## config.mk

```make
export PLATFORM = sky130hd
export DESIGN_NAME = nco_core
export DESIGN_NICKNAME = d
export VERILOG_FILES = /design/src/rtl/nco_pkg.sv /design/src/rtl/nco_tw_select.sv /design/src/rtl/nco_phase_acc.sv /design/src/rtl/nco_phase_out.sv /design/src/rtl/nco_core.sv
export SDC_FILE = /design/constraint.sdc
export NUM_CORES = 1
export LEC_CHECK = 0
export ABC_AREA = 1
export BUFFER_PORTS_ARGS = -buffer_cell sky130_fd_sc_hd__clkbuf_2
export CAP_MARGIN = 20
export CORE_MARGIN = 4
export CORE_UTILIZATION = 55
export CTS_CLUSTER_SIZE = 8
export DETAILED_ROUTE_END_ITERATION = 10
export PLACE_DENSITY = 0.82
export SYNTH_ARGS = -nofsm -noshare
export SYNTH_HDL_FRONTEND = slang
export SYNTH_SLANG_ARGS = --single-unit
```

## constraint.sdc

```tcl
create_clock -name clk -period 3.5 [get_ports clk]
set_clock_uncertainty 0.15 [all_clocks]
set_input_delay 0.35 -clock clk [delete_from_list [all_inputs] [get_ports clk]]
set_output_delay 0.35 -clock clk [all_outputs]
set_load 0.03 [all_outputs]
```

## src/rtl/nco_pkg.sv

```systemverilog
package nco_pkg;
   // Width of a select field for n choices (at least one bit).
   function automatic int sel_width(input int n);
      return (n > 1) ? $clog2(n) : 1;
   endfunction
endpackage

```

## src/rtl/nco_tw_select.sv

```systemverilog
module nco_tw_select #(
   parameter int ACC_W  = 32,
   parameter int N_FREQ = 2,
   localparam int FSEL_W = nco_pkg::sel_width(N_FREQ)
) (
   input  logic [N_FREQ*ACC_W-1:0] words,
   input  logic [FSEL_W-1:0]       sel,
   output logic [ACC_W-1:0]        tw,
   output logic                    over_range
);
   localparam logic [ACC_W-1:0] HALF_SCALE = {1'b1, {(ACC_W-1){1'b0}}};

   if (N_FREQ < 1 || (N_FREQ > 1 && (1 << FSEL_W) != N_FREQ)) begin : g_bad_nfreq
      $error("nco_tw_select: N_FREQ must be 1 or a power of two");
   end

   if (N_FREQ == 1) begin : g_single
      logic unused_sel;
      assign unused_sel = ^sel;
      assign tw = words;
   end else begin : g_mux
      logic [ACC_W-1:0] word_arr [N_FREQ];
      for (genvar k = 0; k < N_FREQ; k++) begin : g_unpack
         assign word_arr[k] = words[ACC_W*k +: ACC_W];
      end
      assign tw = word_arr[sel];
   end

   assign over_range = (tw > HALF_SCALE);
endmodule

```

## src/rtl/nco_phase_acc.sv

```systemverilog
module nco_phase_acc #(
   parameter int ACC_W = 32
) (
   input  logic             clk,
   input  logic             rst_n,
   input  logic             step_en,
   input  logic             sleep,
   input  logic             acc_zero,
   input  logic [ACC_W-1:0] tw,
   output logic [ACC_W-1:0] acc
);
   if (ACC_W < 2) begin : g_bad_accw
      $error("nco_phase_acc: ACC_W must be at least 2");
   end

   always_ff @(posedge clk) begin
      if (!rst_n)              acc <= '0;
      else if (acc_zero)       acc <= '0;
      else if (step_en && !sleep) acc <= acc + tw;
   end


   acc_zero_clears_chk: assert property (@(posedge clk) disable iff (!rst_n)
      acc_zero |=> (acc == '0));

   sleep_holds_acc_chk: assert property (@(posedge clk) disable iff (!rst_n)
      (sleep && !acc_zero) |=> $stable(acc));

   idle_holds_acc_chk: assert property (@(posedge clk) disable iff (!rst_n)
      (!step_en && !acc_zero) |=> $stable(acc));
endmodule

```

## src/rtl/nco_phase_out.sv

```systemverilog
module nco_phase_out #(
   parameter int PH_W    = 12,
   parameter int N_PHASE = 4,
   localparam int PSEL_W = nco_pkg::sel_width(N_PHASE)
) (
   input  logic                    clk,
   input  logic                    rst_n,
   input  logic [PH_W-1:0]         acc_top,
   input  logic [N_PHASE*PH_W-1:0] offsets,
   input  logic [PSEL_W-1:0]       sel,
   input  logic                    sleep,
   input  logic                    acc_zero,
   input  logic                    out_clear,
   output logic [PH_W-1:0]         phase_word,
   output logic                    phase_valid
);
   if (N_PHASE < 2 || (1 << PSEL_W) != N_PHASE) begin : g_bad_nphase
      $error("nco_phase_out: N_PHASE must be a power of two, at least 2");
   end

   logic [PH_W-1:0] ofs_arr [N_PHASE];
   for (genvar k = 0; k < N_PHASE; k++) begin : g_unpack
      assign ofs_arr[k] = offsets[PH_W*k +: PH_W];
   end

   logic [PH_W-1:0] ph_sum;
   logic            blocked;
   assign ph_sum  = acc_top + ofs_arr[sel];
   assign blocked = sleep | acc_zero | out_clear;

   always_ff @(posedge clk) begin
      if (!rst_n) begin
         phase_word  <= '0;
         phase_valid <= 1'b0;
      end else begin
         phase_word  <= out_clear ? '0 : ph_sum;
         phase_valid <= !blocked;
      end
   end


   clear_blanks_chk: assert property (@(posedge clk) disable iff (!rst_n)
      out_clear |=> (phase_word == '0));

   blocked_drops_valid_chk: assert property (@(posedge clk) disable iff (!rst_n)
      (sleep || acc_zero || out_clear) |=> !phase_valid);

   free_raises_valid_chk: assert property (@(posedge clk) disable iff (!rst_n)
      !(sleep || acc_zero || out_clear) |=> phase_valid);
endmodule

```

## src/rtl/nco_core.sv

```systemverilog
module nco_core #(
   parameter int ACC_W   = 32,
   parameter int PH_W    = 12,
   parameter int N_FREQ  = 2,
   parameter int N_PHASE = 4,
   localparam int FSEL_W = nco_pkg::sel_width(N_FREQ),
   localparam int PSEL_W = nco_pkg::sel_width(N_PHASE)
) (
   input  logic                    clk,
   input  logic                    rst_n,
   input  logic                    step_en,
   input  logic [N_FREQ*ACC_W-1:0] freq_words,
   input  logic [FSEL_W-1:0]       freq_sel,
   input  logic [N_PHASE*PH_W-1:0] phase_offsets,
   input  logic [PSEL_W-1:0]       phase_sel,
   input  logic                    sleep,
   input  logic                    acc_zero,
   input  logic                    out_clear,
   output logic [PH_W-1:0]         phase_word,
   output logic                    phase_valid,
   output logic                    tw_over_range
);
   if (PH_W < 1 || PH_W > ACC_W) begin : g_bad_phw
      $error("nco_core: PH_W must lie in 1..ACC_W");
   end

   logic [ACC_W-1:0] tw_sel;
   logic [ACC_W-1:0] acc;

   nco_tw_select #(.ACC_W(ACC_W), .N_FREQ(N_FREQ)) u_tw (
      .words      (freq_words),
      .sel        (freq_sel),
      .tw         (tw_sel),
      .over_range (tw_over_range)
   );

   nco_phase_acc #(.ACC_W(ACC_W)) u_acc (
      .clk      (clk),
      .rst_n    (rst_n),
      .step_en  (step_en),
      .sleep    (sleep),
      .acc_zero (acc_zero),
      .tw       (tw_sel),
      .acc      (acc)
   );

   logic [PH_W-1:0]        acc_top;
   logic [ACC_W-PH_W:0]    acc_low_unused;
   assign acc_top        = acc[ACC_W-1 -: PH_W];
   assign acc_low_unused = {1'b0, acc[ACC_W-PH_W-1:0]};

   nco_phase_out #(.PH_W(PH_W), .N_PHASE(N_PHASE)) u_out (
      .clk         (clk),
      .rst_n       (rst_n),
      .acc_top     (acc_top),
      .offsets     (phase_offsets),
      .sel         (phase_sel),
      .sleep       (sleep),
      .acc_zero    (acc_zero),
      .out_clear   (out_clear),
      .phase_word  (phase_word),
      .phase_valid (phase_valid)
   );


   reset_quiet_chk: assert property (@(posedge clk)
      !rst_n |=> (phase_word == '0 && !phase_valid && acc == '0));
endmodule

```

==> impl_metrics.py <==
metrics = {
    "layout": {
        "drive_above_1_share": 0.150,
        "stdcell_count": 1247,
        "syn_to_final_growth_pct": 16.0,
        "antenna_cells": 0,
        "fin_area_um2": 6230,
        "nets": 1282,
        "final_core_util": 0.665,
    },
    "routing": {
        "vias": 6180,
        "avgViaCountPerCell": 4.96,
        "drc": 0,
        "ant_nets": 0,
        "drt_iter0_drc": 450,
        "wl_per_cell_um": 12.7,
        "routed_wl_mm": 15.8,
        "dr.pass1.iters": 5,
    },
    "setup_path": {
        "r2r_end": "u_acc.acc[20]",
        "arrival_ps": 2080,
        "r2r_cells": 12,
        "path_depth": 9,
        "crit_path_end": "tw_over_range",
        "cp.required_ps": 3000,
        "max_stage_delay_ps": 300,
        "timing.critical_path.fanout_max": 15,
        "crit_slowest_cell": "nor3_2",
        "critPathBufInv": 4,
        "r2r-start": "u_acc.acc[0]",
        "worstSetupStartpoint": "freq_sel",
        "cp-end-kind": "primary output",
        "critPathLaunchType": "input port",
        "cp_top_family": "buffers and inverters",
        "critical_path_class": "in -> out",
        "crit_chain": "clkbuf_2, buf_4, o21ai_0, inv_1, nor3_2, nand4_1, nor2_1, a21oi_1, clkbuf_2",
        "critPathMostFrequentCell": "clkbuf_2",
        "r2r_slack_ps": 1310,
    },
    "sta": {
        "holdWs_ps": 48.0,
        "hold_viol": 0,
        "setup_violations": 0,
        "worst_slew_pin_slew_ps": 655,
        "max_freq_mhz": 388,
        "slew_headroom": 0.562,
        "slew_violations": 0,
        "fin_crit_ps": 2580,
        "rsz0062_at_grt": "no",
        "fin_ws_ps": 920,
        "fin_crit_sh": 0.737,
        "fin_tns_setup_ps": 0,
    },
    "clock_network": {
        "clock_path_buffers": 2,
        "htreeDepth": 2,
        "clk_pin_slew_ps": 100,
        "cts_buffers": 5,
        "cts_num_sinks": 45,
        "worstSkewPairLatency_ps": 320,
        "cts_root_buf": "clkbuf_8",
        "hold_buffers": 0,
        "post_cts_resized": 0,
        "cts_tree": "built",
        "post_cts_buffers": 0,
    },
    "power": {
        "pwr_density_cell_nw_per_um2": 251,
        "power.leakage_nw": 4.00,
        "power_mw": 1.57,
        "peakVddDrop_uv": 158,
    },
    "synth": {
        "async_flop_share": 0,
        "synth_edf_count": 0,
        "synth_nets": 1157,
        "synth_cells": 992,
        "netlist_area_um2": 5370,
        "yosysUniqueCellTypes": 34,
        "avgSynthCellArea_um2": 5.41,
        "synth-seq-cells": 45,
        "ys_warn_count": 0,
        "ys_seq_area_frac": 0.168,
        "synthFlopType": "dfxtp_1",
    },
    "die": {
        "ios": 135,
        "start_util": 0.573,
        "fp.dieW_um": 107,
        "core_um2": 9370,
        "die_area_um2": 11400,
        "die_y_um": 107,
        "rows": 35,
    },
    "job": {
        "drv_cap": 0,
    },
    "global_route": {
        "grt_first_pass_wirelength_mm": 25.8,
        "grt_max_degree": 36,
        "grt_overflow_total": 0,
        "first_global_vias": 5481,
        "grtUsageTotal": 0.276,
        "antenna_found_initial": 0,
    },
    "min_path": {
        "hp-class": "in -> reg",
    },
    "placed_design": {
        "dp_cells": 1239,
        "placed_area_um2": 6130,
        "io_buffers": 134,
        "preCtsSetupSlack_ps": 707,
        "routabilityCongestion": 0.987,
        "dp_hpwl_mm": 13.1,
    },
    "outcome": {
        "status": "finished clean",
    },
}
[metal layers]
layer,track usage,part of all wire
met1,0.403,0.47
met3,0.0427,0.089
met5,0,0
met4,0.0703,0.018
met2,0.422,0.43
[flip-flops by register name, summed over array words and instances, names as in the netlist]
name,cells
u_out.phase_valid,1
u_acc.acc,32
u_out.phase_word,12
[power breakdown]
group,internal [mW],switching (mW),total (mW),leakage [nW]
logic,0.234,0.407,0.642,3.59
clock network,0.146,0.228,0.374,0.0452
registers,0.535,0.0145,0.549,0.367
[synthesized netlist by cell type (all sizes together), types with 2 or more instances]
master	count	area, um^2
dfxtp	45	901
nor2	138	523
o211ai	2	15.0
a21oi	38	190
xnor2	3	26.3
mux2i	4	40.0
nand3	46	250
inv	219	822
nand2	302	1160
o21bai	3	22.5
o21ai	78	390
xor2	13	114
nand3b	2	15.0
o22ai	11	68.8
nor3	10	55.1
nand4	7	43.8
clkbuf	10	37.5
fa	2	40.0
buf	12	93.8
ha	42	526
[worst min path at each step]
stage | from | endpoint | slack [ps] | cells after the start
3_3_place_gp | u_acc.acc[9] | u_acc.acc[9] | 350 | 2
3_5_place_dp | u_acc.acc[10] | u_acc.acc[10] | 350 | 2
6_report | out_clear | u_out.phase_valid | 50 | 2
4_1_cts | out_clear | u_out.phase_valid | 50 | 2
5_1_grt | out_clear | u_out.phase_valid | 40 | 2
2_1_floorplan | sleep | u_out.phase_valid | 280 | 1
[layout by cell type, fill, tap and decap left out, types with 2 or more instances in the layout]
cell type | Yosys | final
fa_1 | 2 | 2
nor3_1 | 9 | 9
mux2i_1 | 4 | 4
nor2_2 | 2 | 2
nand3_1 | 42 | 42
xnor2_1 | 3 | 3
nand2_2 | 11 | 11
clkbuf_2 | 0 | 134
xor2_1 | 13 | 13
nand2_1 | 291 | 291
inv_6 | 0 | 2
o211ai_1 | 2 | 2
buf_4 | 4 | 5
nor2_1 | 136 | 135
ha_1 | 42 | 42
o22ai_1 | 11 | 11
o21ai_1 | 5 | 5
nand3_2 | 4 | 4
dfxtp_1 | 45 | 45
o21ai_0 | 73 | 73
a21oi_1 | 38 | 38
nand3b_1 | 2 | 2
clkbuf_8 | 0 | 5
o21bai_1 | 3 | 3
nand4_1 | 7 | 7
inv_1 | 218 | 218
[cell type report]
type	count	area, um^2
multi-input cells	706	3520
fillers	994	3140
flip-flops and latches	45	901
inverters	219	822
repair buffers	140	728
well taps	129	161
clock buffers	5	68.8
clock inverters	3	25.0
[kinds of logic after synthesis]
| family | share of synthesized area |
|---|---|
| flip-flops | 0.168 |
| adder cells (fa/ha/maj) | 0.105 |
| AND/OR/NAND/NOR | 0.384 |
| AO/OA/AOI/OAI | 0.132 |
| XOR/XNOR | 0.0261 |
| buffers and inverters | 0.178 |
| multiplexers | 0.00746 |
Note: power is estimated with default switching activity, not from simulation.
